[config.mk]
export PLATFORM = sky130hd
export DESIGN_NAME = endian_addr_xform
export DESIGN_NICKNAME = d
export VERILOG_FILES = /design/src/rtl/endian_xf_pkg.sv /design/src/rtl/endian_mode_ctl.sv /design/src/rtl/endian_size_dec.sv /design/src/rtl/endian_lane_gen.sv /design/src/rtl/endian_addr_xform.sv
export SDC_FILE = /design/constraint.sdc
export NUM_CORES = 1
export LEC_CHECK = 0
export BUFFER_PORTS_ARGS = -buffer_cell sky130_fd_sc_hd__buf_2
export CORE_MARGIN = 1.5
export CORE_UTILIZATION = 42
export CTS_CLUSTER_DIAMETER = 200
export DETAILED_ROUTE_END_ITERATION = 7
export PLACE_DENSITY_LB_ADDON = 0.25
export SLEW_MARGIN = 5
export SYNTH_ARGS = -nofsm -noshare
export SYNTH_HDL_FRONTEND = slang
export SYNTH_SLANG_ARGS = --single-unit
[constraint.sdc]
create_clock -name clk -period 13.5 [get_ports clk]
set_input_delay 2.025 -clock clk [delete_from_list [all_inputs] [get_ports clk]]
set_output_delay 2.025 -clock clk [all_outputs]
set_load 0.05 [all_outputs]
[src/rtl/endian_xf_pkg.sv]
// Shared encodings for the endian address rewriting unit.
package endian_xf_pkg;
    typedef enum logic [1:0] {
        SZ_BYTE = 2'd0,
        SZ_HALF = 2'd1,
        SZ_WORD = 2'd2,
        SZ_DBL  = 2'd3
    } op_size_e;

    typedef enum logic [1:0] {
        AC_DATA = 2'd0,
        AC_WALK = 2'd1,
        AC_VEC  = 2'd2,
        AC_DATA2 = 2'd3
    } acc_class_e;
endpackage

[src/rtl/endian_mode_ctl.sv]
// Holds the active, handler and saved endianness bits.
// Assumes exception entry and return arrive as single-cycle pulses.
// Nesting is one level deep; the saved copy is overwritten on every entry.
module endian_mode_ctl (
    input  logic clk,
    input  logic rst_n,
    input  logic mode_wr_en,
    input  logic mode_wr_val,
    input  logic hdl_wr_en,
    input  logic hdl_wr_val,
    input  logic exc_enter,
    input  logic exc_return,
    output logic cur_le,
    output logic hdl_le
);
    logic saved_le;

    // Update the mode bits: entry beats return, and both beat a mode write.
    always_ff @(posedge clk) begin
        if (!rst_n) begin
            cur_le   <= 1'b0;
            hdl_le   <= 1'b0;
            saved_le <= 1'b0;
        end else begin
            if (hdl_wr_en) hdl_le <= hdl_wr_val;
            if (exc_enter) begin
                saved_le <= cur_le;
                cur_le   <= hdl_le;
            end else if (exc_return) begin
                cur_le <= saved_le;
            end else if (mode_wr_en) begin
                cur_le <= mode_wr_val;
            end
        end
    end

    // a plain mode write lands on the next cycle
    a_r3_mode_write: assert property (@(posedge clk) disable iff (!rst_n)
        (mode_wr_en && !exc_enter && !exc_return) |=> (cur_le == $past(mode_wr_val)));

    // entry takes the handler bit and saves the interrupted mode
    a_r4_enter: assert property (@(posedge clk) disable iff (!rst_n)
        exc_enter |=> (cur_le == $past(hdl_le)) && (saved_le == $past(cur_le)));

    // return restores the saved mode
    a_r5_return: assert property (@(posedge clk) disable iff (!rst_n)
        (exc_return && !exc_enter) |=> (cur_le == $past(saved_le)));
endmodule

[src/rtl/endian_size_dec.sv]
// Turns size code, access class and active mode into a byte count and an XOR key.
// Assumes a lane count that is a power of two of at least 8.
module endian_size_dec #(
    parameter int LANES = 8,
    localparam int OFFW = $clog2(LANES),
    localparam int NBW  = OFFW + 1
) (
    input  logic [1:0]      op_size,
    input  logic [1:0]      acc_class,
    input  logic            cur_le,
    output logic [NBW-1:0]  nbytes,
    output logic [OFFW-1:0] xor_key
);
    import endian_xf_pkg::*;

    logic           rewrite;
    logic [NBW-1:0] gap;

    // Byte count: vectors act as full doublewords, others decode the size code.
    always_comb begin
        if (acc_class == AC_VEC) nbytes = NBW'(LANES);
        else                     nbytes = NBW'(1) << op_size;
    end

    // Key is lanes minus bytes; table walks and big-endian mode use zero.
    always_comb begin
        rewrite = cur_le && (acc_class != AC_WALK);
        gap     = NBW'(LANES) - nbytes;
        xor_key = rewrite ? gap[OFFW-1:0] : '0;
    end
endmodule

[src/rtl/endian_lane_gen.sv]
// Builds byte-lane enables and the alignment flag.
// It looks at both the original and the rewritten doubleword offset.
// Lane 0 is the most significant byte of the bus.
module endian_lane_gen #(
    parameter int LANES = 8,
    localparam int OFFW = $clog2(LANES),
    localparam int NBW  = OFFW + 1,
    localparam int EW   = OFFW + 2
) (
    input  logic [OFFW-1:0]  off_raw,
    input  logic [OFFW-1:0]  off_adj,
    input  logic [NBW-1:0]   nbytes,
    output logic             align_err,
    output logic [LANES-1:0] lane_en
);
    logic [EW-1:0] end_raw;
    logic [EW-1:0] end_adj;

    // Flag any access whose span leaves the doubleword before or after rewriting.
    always_comb begin
        end_raw   = EW'(off_raw) + EW'(nbytes);
        end_adj   = EW'(off_adj) + EW'(nbytes);
        align_err = (end_raw > EW'(LANES)) || (end_adj > EW'(LANES));
    end

    for (genvar i = 0; i < LANES; i++) begin : g_lane
        // Lane i is enabled when it falls inside the rewritten span.
        always_comb begin
            lane_en[i] = !align_err && (EW'(i) >= EW'(off_adj)) && (EW'(i) < end_adj);
        end
    end
endmodule

[src/rtl/endian_addr_xform.sv]
// Top of the endian address rewriting unit.
// Produces the bus address, the lane enables and the alignment flag for each access.
// The access inputs are combinational; only the mode bits are registered.
module endian_addr_xform #(
    parameter int AW    = 32,
    parameter int LANES = 8,
    localparam int OFFW = $clog2(LANES),
    localparam int NBW  = OFFW + 1
) (
    input  logic             clk,
    input  logic             rst_n,
    input  logic             mode_wr_en,
    input  logic             mode_wr_val,
    input  logic             hdl_wr_en,
    input  logic             hdl_wr_val,
    input  logic             exc_enter,
    input  logic             exc_return,
    input  logic [AW-1:0]    ea,
    input  logic [1:0]       op_size,
    input  logic [1:0]       acc_class,
    output logic [AW-1:0]    pa,
    output logic [LANES-1:0] lane_en,
    output logic             align_err,
    output logic             cur_le
);
    import endian_xf_pkg::*;

    logic            hdl_le;
    logic [NBW-1:0]  nbytes;
    logic [OFFW-1:0] xor_key;
    logic [OFFW-1:0] off_adj;

    endian_mode_ctl u_mode (
        .clk(clk), .rst_n(rst_n),
        .mode_wr_en(mode_wr_en), .mode_wr_val(mode_wr_val),
        .hdl_wr_en(hdl_wr_en), .hdl_wr_val(hdl_wr_val),
        .exc_enter(exc_enter), .exc_return(exc_return),
        .cur_le(cur_le), .hdl_le(hdl_le)
    );

    endian_size_dec #(.LANES(LANES)) u_dec (
        .op_size(op_size), .acc_class(acc_class), .cur_le(cur_le),
        .nbytes(nbytes), .xor_key(xor_key)
    );

    // Rewritten doubleword offset.
    always_comb off_adj = ea[OFFW-1:0] ^ xor_key;

    endian_lane_gen #(.LANES(LANES)) u_lanes (
        .off_raw(ea[OFFW-1:0]), .off_adj(off_adj), .nbytes(nbytes),
        .align_err(align_err), .lane_en(lane_en)
    );

    // Output address: the rewritten offset, or the raw address on an alignment error.
    always_comb pa = align_err ? ea : {ea[AW-1:OFFW], off_adj};

    // big-endian mode leaves the address alone
    a_r2_be_flat: assert property (@(posedge clk) disable iff (!rst_n)
        !cur_le |-> (pa == ea));

    // table walks are never rewritten
    a_r8_walk_flat: assert property (@(posedge clk) disable iff (!rst_n)
        (acc_class == AC_WALK) |-> (pa == ea));

    // upper address bits are always preserved
    a_r1_upper_kept: assert property (@(posedge clk) disable iff (!rst_n)
        pa[AW-1:OFFW] == ea[AW-1:OFFW]);

    // an alignment error silences the lanes and passes the address through
    a_r11_err_quiet: assert property (@(posedge clk) disable iff (!rst_n)
        align_err |-> (lane_en == '0) && (pa == ea));

    // a legal access enables exactly as many lanes as it has bytes
    a_r10_lane_count: assert property (@(posedge clk) disable iff (!rst_n)
        !align_err |-> ($countones(lane_en) == int'(nbytes)));
endmodule

# == Yosys cells after proc, flatten, opt, wreduce, memory -nomap -nowiden ==
# Index checks and enable logic that the tools add are counted.
# op_classes
muxes,6
reduce_logical,19
shift,1
addsub,3
eq_ne,2
magnitude_cmp,17
bitwise,1
# op_table
operator,count
$lt A3 B5 Y1 const A,4
$logic_and A1 B1 Y1,16
$add A3 B4 Y5,2
$gt A5 B4 Y1 const B,2
$lt A1 B5 Y1 const A,2
$lt A2 B5 Y1 const A,2
$ge A3 B3 Y1 const A,3
$ge A1 B3 Y1 const A,2
$ge A2 B3 Y1 const A,2
$mux W3,2
$mux W4,1
$shl A1 B2 Y4 const A,1
$mux W1,3
$reduce_bool A3 Y1,1
$sub A1 B3 Y3 const A,1
$xor A3 B3 Y3,1
$eq A2 B2 Y1 const B,1
$ne A2 B1 Y1 const B,1
$logic_not A1 Y1,1
$logic_or A1 B1 Y1,1
# totals
register_bits,3
output_inout_bits,42
wordCells,52

# == Logic depth before layout (Yosys ltp) ==
# logic_depth
depth_word,11
depth_mapped,16

# == Modules after synthesis ==
# A second synthesis with hierarchy kept.
# hier_totals
cells_unflattened,118
hier_area_um2,950.9
# modules_own_cells
module,n_inst,area_per_inst_um2,cells_each
endian_lane_gen,1,417.9,52
endian_addr_xform,1,289.0,38
endian_mode_ctl,1,137.6,12
endian_size_dec,1,106.4,16

# == Least setup slack after synthesis ==
# OpenSTA, ideal clock, no wires.
# synth_path
path_kind,input to output
startpoint,input port acc_class[1]
endpoint,output port lane_en[2]
path_stages,15
required_time_ns,11.475
arrival_time_ns,6.396
setup_slack_ns,5.079
path_cell_list,nor2b_1 nor2_1 and2_1 inv_1 ha_1 nand2b_1 o21ai_0 or4_1 nand2_2 ha_1 buf_6 xor2_1 or3_4 a22o_1 nor4_1
# synth_via
elab_chain_cells,11
elab_cells_between_ends,17
classes_between,add/sub (3); order compare (4); eq/ne (2); mux (2); bitwise (1); reduce/logical (5)
# synth_rtl
element,line,source
"start, declared",endian_addr_xform.sv:20,"input logic [1:0] acc_class,"
$eq A2 B2 Y1,endian_size_dec.sv:21,if (acc_class == AC_VEC) nbytes = NBW'(LANES);
$mux W4,endian_size_dec.sv:21,
$sub A1 B3 Y3,endian_size_dec.sv:28,gap = NBW'(LANES) - nbytes;
$mux W3,endian_size_dec.sv:29,xor_key = rewrite ? gap[OFFW-1:0] : '0;
$xor A3 B3 Y3,endian_addr_xform.sv:47,always_comb off_adj = ea[OFFW-1:0] ^ xor_key;
$add A3 B4 Y5,endian_lane_gen.sv:22,end_adj = EW'(off_adj) + EW'(nbytes);
$gt A5 B4 Y1,endian_lane_gen.sv:23,align_err = (end_raw > EW'(LANES)) || (end_adj > EW'(LANES));
$logic_or A1 B1 Y1,endian_lane_gen.sv:23,
$logic_not A1 Y1,endian_lane_gen.sv:29,lane_en[i] = !align_err && (EW'(i) >= EW'(off_adj)) && (EW'(i) < end_adj);
$logic_and A1 B1 Y1,endian_lane_gen.sv:29,
$logic_and A1 B1 Y1 (*),endian_lane_gen.sv:29,
"end, declared",endian_addr_xform.sv:22,"output logic [LANES-1:0] lane_en,"
# Every way passes the cells marked *; elsewhere a longest branch is shown, timed or not.

# == Worst setup path in the final report ==
# layout_path
startpoint,input port acc_class[1]
endpoint,output port lane_en[0]
# Same word-level chain as after synthesis.

==> results by group <==
Cells and area
  – Layout Nets: between 150 and 200
  – Area grow syn2layout: -4.33%
  – Proportion of layout cells with a drive suffix above 1: around 25%
  – Fin util: 43.3%
  – Post-route cell area: between 900 and 1000 um2
  – Antenna diode instance count: 0

Timing
  – Final-report max-slew violation count: 0
  – Final hold violation count: 0
  – Crit path time final: a little under 8000 ps
  – Fmax: 126 MHz
  – Setup TNS: 0 ps
  – Max_slew headroom: about 69%
  – Unrepaired setup endpoints after global routing: no
  – Finish-stage setup viols: 0
  – Fin crit share: slightly below 60%
  – Least-Margin Pin Slew: 467 ps
  – Worst clock skew: about 1.5 ps

Clock tree
  – CTS Buf Count: 3
  – H-tree depth: 1
  – TritonCTS clock tree: yes
  – Root Driver: clkbuf_4
  – Clock Tree Buf Depth: 2
  – Worst skew pair latency: approximately 230 ps
  – Clock-pin slew on the worst setup and hold paths: 30 ps
  – Sink Count: 3
  – Setup Buffers After CTS: 0
  – Post-CTS Hold Buffers: 0
  – CTS-repair resized insts: 0

Routing
  – Vias: about 950
  – Remaining DRCs: 0
  – DRT Pass-1 Iters: 4
  – Drt total wl: roughly 2300 um
  – Routed len/inst: 13.9 um
  – DRT antenna net count: 0
  – DR iter-0 viols: 25
  – Vias per cell: between 5 and 6

Worst hold path
  – HP Class: reg2reg
  – Worst hold endpoint: u_mode.hdl_le
  – Hold Path Depth: 2
  – Hold path startpoint: u_mode.hdl_le

Global routing
  – Largest net degree at the start of global routing: 13
  – All-Layer GR Usage: between 10% and 20%
  – Global-route wire length before repair: around 3500 um
  – Vias in the first global route: approximately 800
  – Initial antenna violation count: 0
  – GRT overflow: 0

Power
  – LEAKAGE: 0.444 nW
  – PD cells: slightly below 80 nW/um2
  – Total power: roughly 77 uW
  – Clock power frac: approximately 20%
  – Net Sw Frac: 53.4%
  – Power share of the sequential group: 12.5%
  – Sw Pwr: between 40 and 50 uW
  – Int Pwr: roughly 36 uW
  – Gate power share: between 60% and 70%
  – Worst vdd ir: around 47 uV

Worst setup path
  – Crit end category: output pin
  – Crit start category: input pin
  – Flop-to-flop setup slack: 12510 ps
  – WP data required: between 10000 and 15000 ps
  – R2R Path Start: u_mode.cur_le
  – Critical path data arrival time: 5890 ps
  – Reg2Reg Capture Point: u_mode.cur_le
  – CP max FO: 12
  – CP Class: in2out
  – Worst Reg-to-Reg Cells: 5

Floorplanning
  – Cell Rows: 17
  – Die Ht: ~52 um
  – Horiz. Die Dim: about 52 um
  – Initial core utilization: between 40% and 50%
  – # IOs: 86
  – Core area: around 2200 um2
  – Die ar.: 2710 um2

Yosys
  – Synth area leaders: buf_4 (22%), ha_1 (8.7%), dfxtp_1 (5.9%)
  – Cell Area, Synth: between 1000 and 1500 um2
  – Ys async rst share: 0%
  – Share of the synthesized area in the top cell type: 21.5%
  – Mapped Cells: approximately 140
  – Syn Area/Cell: approximately 7.3 um2
  – Count leader, synth: buf_4
  – YS warnings: 0
  – Synth Flop Type: dfxtp_1
  – Post-synth net total: 191
  – Number of synthesized flops with an enable pin: 0
  – Cell taking the most area after synthesis: buf_4
  – Register area share after synthesis: 5.94%
  – Synth top cells by count: buf_4 (29), nand2_1 (10), nor2_1 (10), a21oi_1 (8)
  – FF+latch count, synth: 3
  – Yosys cell types: 38

Outcome
  – Status: completed

Placement
  – GPL Wtd Cong: a little under 0.8
  – Post-place instance area: 941 um2
  – Detailed placement HPWL: between 1500 and 2000 um
  – Number of port buffers: 27

Run
  – Max_cap viols: 0
routing by layer:
metal / part of all wire [%] / up-vias / wire (um) / track usage (%)
met4: 0.83 / 0 / 19 / 4.39
met3: 8.5 / 6 / 195 / 1.15
li1: - / 470 / - / -
met2: 49 / 47 / 1130 / 28.9
met1: 42 / 429 / 956 / 21.9
met5: 0 / - / 0 / 0
power by group through the flow:
stage / logic (mW) / clock network, mW / registers (mW)
after floorplan: 0.0643 / 0 / 0.0101
after global placement: 0.0515 / 0 / 0.00972
after detailed placement: 0.0519 / 0 / 0.00973
after CTS: 0.0520 / 0.0158 / 0.00960
after global routing: 0.0566 / 0.0162 / 0.00964
final: 0.0521 / 0.0151 / 0.00960
layout make-up:
cell class / instances / area [um2]
clock buffers: 4 / 26.3
fillers: 236 / 1270
inverters: 4 / 15.0
multi-input cells: 100 / 696
flip-flops and latches: 3 / 60.1
well taps: 28 / 35.0
repair buffers: 27 / 135
registers in the layout, summed over array words and instances (netlist names):
name,flops
u_mode.cur_le,1
u_mode.saved_le,1
u_mode.hdl_le,1
worst max-delay path, stage by stage:
cell and delay (ps):
buf_2 100, nor2b_1 290, nor2_1 60, and2_1 240, inv_1 90, ha_1 180
nand2b_1 100, o21ai_0 90, or4_1 550, nand2_2 210, ha_1 360, xor2_1 220
or3_4 370, a22o_1 380, nor4_4 320, buf_2 300
worst max path at each step:
stage | from | endpoint | slack, ps
after floorplan | acc_class[1] | lane_en[2] | 5080
after global placement | acc_class[1] | lane_en[2] | 5660
after detailed placement | acc_class[1] | lane_en[0] | 5580
after CTS | acc_class[1] | lane_en[0] | 5580
after global routing | acc_class[1] | lane_en[2] | 5300
final | acc_class[1] | lane_en[0] | 5580
placed cells by master, fill, tap and decap left out, types with 3 or more instances in the layout:
cell / Yosys / routed
nor2_1: 10 / 10
clkbuf_4: 0 / 3
o2111ai_1: 3 / 3
nand3_1: 7 / 7
ha_1: 7 / 7
a31oi_1: 3 / 3
nand2b_1: 5 / 5
nand2_1: 10 / 10
and2_1: 3 / 3
nor2b_1: 4 / 4
mux2i_1: 3 / 3
o21ai_0: 4 / 4
dfxtp_1: 3 / 3
buf_2: 0 / 27
a21oi_1: 8 / 8
inv_1: 4 / 4
xor2_1: 3 / 3
nor3_1: 4 / 4
logic make-up (layout without fill, tap and decap cells):
kind of cell / count (synthesis) / count (layout) / share of synthesized area [%]
simple gates: 53 / 53 / 28.7
buf+inv: 35 / 35 / 25.2
compound gates: 30 / 30 / 20.2
fa+ha+maj: 9 / 9 / 12.6
xor+xnor: 5 / 5 / 4.33
mux: 3 / 3 / 2.97
flops: 3 / 3 / 5.94
per-stage QoR:
stage               cells  hold slack [ps]  worst slack (ps)
floorplan             138              482              5080
finish                166              522              5580
global route          166              560              5300
global placement      162              504              5660
detailed placement    162              519              5580
CTS                   166              528              5580
(Power assumes the default switching activity.)
